### src/rtl/bsc_pkg.sv
package bsc_pkg;
  typedef enum logic [1:0] {
    MODE_FUNC     = 2'b00,
    MODE_EXTEST   = 2'b01,
    MODE_HIGHZ    = 2'b10,
    MODE_FUNC_ALT = 2'b11
  } bsc_mode_e;

  localparam int STAGES_BIDIR = 3;
  localparam int STAGES_INPUT = 1;
endpackage

### src/rtl/bsc_bidir_cell.sv
module bsc_bidir_cell (
  input  logic clk,
  input  logic rst,
  input  logic cap_en,
  input  logic shift_en,
  input  logic upd_en,
  input  logic si,
  input  logic core_d,
  input  logic core_oe,
  input  logic pin_in,
  output logic so,
  output logic hold_d,
  output logic hold_oe
);
  logic st_d, st_oe, st_in;

  // scan stages: capture has priority over shift
  always_ff @(posedge clk) begin
    if (rst) begin
      st_d  <= 1'b0;
      st_oe <= 1'b0;
      st_in <= 1'b0;
    end else if (cap_en) begin
      st_d  <= core_d;
      st_oe <= core_oe;
      st_in <= pin_in;
    end else if (shift_en) begin
      st_d  <= si;
      st_oe <= st_d;
      st_in <= st_oe;
    end
  end

  // holding latches for the pad driver
  always_ff @(posedge clk) begin
    if (rst) begin
      hold_d  <= 1'b0;
      hold_oe <= 1'b0;
    end else if (upd_en) begin
      hold_d  <= st_d;
      hold_oe <= st_oe;
    end
  end

  assign so = st_in;
endmodule

### src/rtl/bsc_input_cell.sv
module bsc_input_cell (
  input  logic clk,
  input  logic rst,
  input  logic cap_en,
  input  logic shift_en,
  input  logic si,
  input  logic pin_in,
  output logic so
);
  logic st_in;

  always_ff @(posedge clk) begin
    if (rst)           st_in <= 1'b0;
    else if (cap_en)   st_in <= pin_in;
    else if (shift_en) st_in <= si;
  end

  assign so = st_in;
endmodule

### src/rtl/bsc_drive_sel.sv
module bsc_drive_sel
  import bsc_pkg::*;
#(
  parameter int NB = 4
) (
  input  logic [1:0]    mode,
  input  logic [NB-1:0] core_d,
  input  logic [NB-1:0] core_oe,
  input  logic [NB-1:0] hold_d,
  input  logic [NB-1:0] hold_oe,
  output logic [NB-1:0] pin_d,
  output logic [NB-1:0] pin_oe
);
  bsc_mode_e mode_e;
  assign mode_e = bsc_mode_e'(mode);

  always_comb begin
    unique case (mode_e)
      MODE_EXTEST: begin
        pin_d  = hold_d;
        pin_oe = hold_oe;
      end
      MODE_HIGHZ: begin
        pin_d  = core_d;
        pin_oe = '0;
      end
      default: begin
        pin_d  = core_d;
        pin_oe = core_oe;
      end
    endcase
  end
endmodule

### src/rtl/bsc_chain.sv
module bsc_chain
  import bsc_pkg::*;
#(
  parameter int NB = 4,
  parameter int NI = 1
) (
  input  logic             clk,
  input  logic             rst,
  input  logic             cap_en,
  input  logic             shift_en,
  input  logic             upd_en,
  input  logic [1:0]       mode_i,
  input  logic             tdi_i,
  input  logic [NB-1:0]    core_d_i,
  input  logic [NB-1:0]    core_oe_i,
  input  logic [NB+NI-1:0] pin_in_i,
  output logic [NB-1:0]    pin_d_o,
  output logic [NB-1:0]    pin_oe_o,
  output logic             tdo_o
);
  localparam int NP        = NB + NI;
  localparam int CHAIN_LEN = STAGES_BIDIR * NB + STAGES_INPUT * NI;

  // serial link between cells: link[0] is TDI, link[NP] is TDO
  logic [NP:0]   link;
  logic [NB-1:0] hold_d, hold_oe;

  assign link[0] = tdi_i;

  genvar k;
  generate
    for (k = 0; k < NB; k++) begin : g_bidir
      bsc_bidir_cell u_cell (
        .clk      (clk),
        .rst      (rst),
        .cap_en   (cap_en),
        .shift_en (shift_en),
        .upd_en   (upd_en),
        .si       (link[k]),
        .core_d   (core_d_i[k]),
        .core_oe  (core_oe_i[k]),
        .pin_in   (pin_in_i[k]),
        .so       (link[k+1]),
        .hold_d   (hold_d[k]),
        .hold_oe  (hold_oe[k])
      );
    end
    for (k = NB; k < NP; k++) begin : g_inonly
      bsc_input_cell u_cell (
        .clk      (clk),
        .rst      (rst),
        .cap_en   (cap_en),
        .shift_en (shift_en),
        .si       (link[k]),
        .pin_in   (pin_in_i[k]),
        .so       (link[k+1])
      );
    end
  endgenerate

  assign tdo_o = link[NP];

  bsc_drive_sel #(.NB(NB)) u_drive (
    .mode    (mode_i),
    .core_d  (core_d_i),
    .core_oe (core_oe_i),
    .hold_d  (hold_d),
    .hold_oe (hold_oe),
    .pin_d   (pin_d_o),
    .pin_oe  (pin_oe_o)
  );

  initial begin
    if (CHAIN_LEN < 1 || NB < 1) $error("bsc_chain: needs at least one bidirectional pad");
  end
endmodule

### config.mk
export PLATFORM = sky130hd
export DESIGN_NAME = bsc_chain
export DESIGN_NICKNAME = d
export VERILOG_FILES = /design/src/rtl/bsc_pkg.sv /design/src/rtl/bsc_bidir_cell.sv /design/src/rtl/bsc_input_cell.sv /design/src/rtl/bsc_drive_sel.sv /design/src/rtl/bsc_chain.sv
export SDC_FILE = /design/constraint.sdc
export NUM_CORES = 1
export LEC_CHECK = 0
export BUFFER_PORTS_ARGS = -buffer_cell sky130_fd_sc_hd__clkbuf_2
export CORE_MARGIN = 2
export CORE_UTILIZATION = 52
export CTS_BUF_LIST = sky130_fd_sc_hd__clkbuf_4 sky130_fd_sc_hd__clkbuf_8
export CTS_CLUSTER_SIZE = 10
export DETAILED_ROUTE_END_ITERATION = 12
export PLACE_DENSITY_LB_ADDON = 0.3
export RECOVER_POWER = 100
export SLEW_MARGIN = 20
export SYNTH_ARGS = -nofsm -noshare
export SYNTH_HDL_FRONTEND = slang
export SYNTH_SLANG_ARGS = --single-unit
### constraint.sdc
create_clock -name clk -period 1 [get_ports clk]
set_input_delay 0.1 -clock clk [delete_from_list [all_inputs] [get_ports clk]]
set_output_delay 0.1 -clock clk [all_outputs]
set_load 0.01 [all_outputs]
==> metrics <==
Max Cap Violations=0; synth warn=0; initial antenna violation count=0; hold_ws=48.27 ps; Fmax=886.0 MHz; worst slew pin tran=between 400 and 500 ps; largest net degree at the start of global routing=22; Post-synth EDFFs=0; CTS tree=done; row count=16; pwr/cell area=between 1000 and 1500 mW/mm^2; status=finished, violations left; Root Buffer=clkbuf_4; Mapped Area=0.001018 mm^2; Clock Latency Late Sink=between 300 and 400 ps; Routed Antenna Nets=0; share of layout cells above drive strength 1=0.3588; total power=0.001709 W; Mean Syn Cell Area=9.888 um^2; Leak=0.5837 nW; final worst path period need=1129 ps; flop2flop setup slack=220 ps; Port Buf Inserts=29; synth unique cells=14; leading area contributor after synthesis=dfxtp_1; drt first pass iters=4; Critical Path Fanout Max=2; GRT Overall Usage=0.1919; vias in the first global route=slightly below 700; Slew Viols, Final=0; Hold Fails Final Rpt=0; clk sinks=21; DIE WIDTH=48.26 um; unrepaired setup endpoints after global routing=yes; Synth top cells by count=dfxtp_1 (21), mux2i_1 (21), a211oi_1 (13), nor2b_1 (13); kind of critical path=reg2out; final core utilization=0.6599; Slew headroom=0.7200; top post-synthesis cells by area=dfxtp_1 (41%), mux2i_1 (21%), a211oi_1 (9.6%), nor2b_1 (8.0%), mux2_2 (4.4%); Tcrit/Tclk final=1.129; CP Capture Type=output pin; 1st-iter DRT viols=5; VDD IR max=0.8877 mV; Worst Path Arrival=roughly 1000 ps; post-route setup slack=-128.7 ps; clock skew=1.267 ps; post-synth top area share=0.4128; Chip Height=48.26 um; CTS H-tree lvls=1; critical path launch point type=flip-flop; Area Overhead vs Synth=23.22%; asr flop ratio synth=0; vias per cell=5.215; post-synthesis sequential area ratio=0.4128; drt wl/cell=13.34 um; die footprint=0.002329 mm^2; # DRC=0; clock slew at reported path FFs=roughly 120 ps; DP Wirelength=1466 um; Initial Util=0.5355; gate count after technology mapping=103; grt total ovfl=0; Ports=30; number of synthesized register bits=21; Max clock buf depth=2; Main synth FF type=dfxtp_1; antenna diode count=0; core area=0.001902 mm^2; Crit path required time=900 ps; net count after synthesis=approximately 130; Hold WC Path Type=in2reg; vias=824; Num CTS Buffers=3; first-pass GRT wire length=2946 um; violated checks=negative setup slack; WL final=between 2000 and 2500 um; Net count, final=155; Setup-failing EPs final=8; Placer Congestion=0.7096
cell type report:
| type | count | area (um^2) |
|---|---|---|
| Sequential cell | 21 | 430.4 |
| Multi-Input combinational cell | 73 | 556.8 |
| Fill cell | 180 | 646.9 |
| Inverter | 2 | 7.507 |
| Clock buffer | 4 | 30.03 |
| Tap cell | 27 | 33.78 |
| Timing Repair Buffer | 31 | 196.4 |
metal layers:
| metal | global-route usage | wire length [um] |
|---|---|---|
| met1 | 0.2397 | 951 |
| met2 | 0.3079 | 1059 |
| met3 | 0.04444 | 70 |
| met4 | 0.09730 | 27 |
| met5 | 0 | 0 |
repair_timing:
item,4_1_cts,5_1_grt
hold endpoints to repair,0,0
hold buffers,0,0
resized for setup,10,18
setup endpoints to repair,8,8
buffers inserted,0,0
per-stage QoR:
stage	cells	setup TNS [ps]	area, um^2	worst slack (ps)
6_report	158	-716.2	1255	-128.7
5_1_grt	158	-1057	1255	-157.0
4_1_cts	158	-822.8	1214	-128.8
3_5_place_dp	154	-352.5	1174	-73.49
3_3_place_gp	154	-273.0	1174	-72.28
2_1_floorplan	103	0	1018	114.4
kinds of logic after synthesis:
family	synth area share
buf+inv	0.05773
flops	0.4128
compound gates	0.1155
fa+ha+maj	0.02457
mux	0.2506
simple gates	0.1388
flip-flops by register name, summed over array words and instances, names as in the netlist:
signal                  flops
g_bidir.u_cell.hold_d       4
g_bidir.u_cell.st_oe        4
g_bidir.u_cell.hold_oe      4
g_bidir.u_cell.so           4
g_inonly.u_cell.so          1
g_bidir.u_cell.st_d         4
final timing paths:
| kind | startpoint | end | depth (start not counted) |
|---|---|---|---|
| worst max-delay path | g_bidir[3].u_cell.hold_d$_SDFFE_PP0P_ | pin_d_o[3] | 2 |
| worst min-delay path | pin_in_i[1] | g_bidir[1].u_cell.so$_SDFFE_PP0P_ | 3 |
| worst max register to register | g_bidir[3].u_cell.st_d$_SDFFE_PP0P_ | g_bidir[3].u_cell.st_d$_SDFFE_PP0P_ | 2 |
| worst min register to register | g_bidir[2].u_cell.hold_oe$_SDFFE_PP0P_ | g_bidir[2].u_cell.hold_oe$_SDFFE_PP0P_ | 2 |
worst max-delay path, stage by stage, from the launching register on:
cell and delay, ps:
dfxtp_2 340, mux2_4 260, buf_6 120
cell usage in the layout, fill, tap and decap left out, drive strengths merged:
cell / count
ha: 2
o21ai: 4
a211oi: 13
nor2b: 13
nor2: 8
inv: 2
dfxtp: 21
clkbuf: 26
nand2: 8
mux2i: 21
buf: 9
mux2: 4
power by group:
| group | internal (W) | switching [W] |
|---|---|---|
| Sequential | 0.000893 | 0.0000339 |
| Combinational | 0.000174 | 0.000154 |
| Clock | 0.000183 | 0.000271 |
Power figures use the tool's default switching activity.
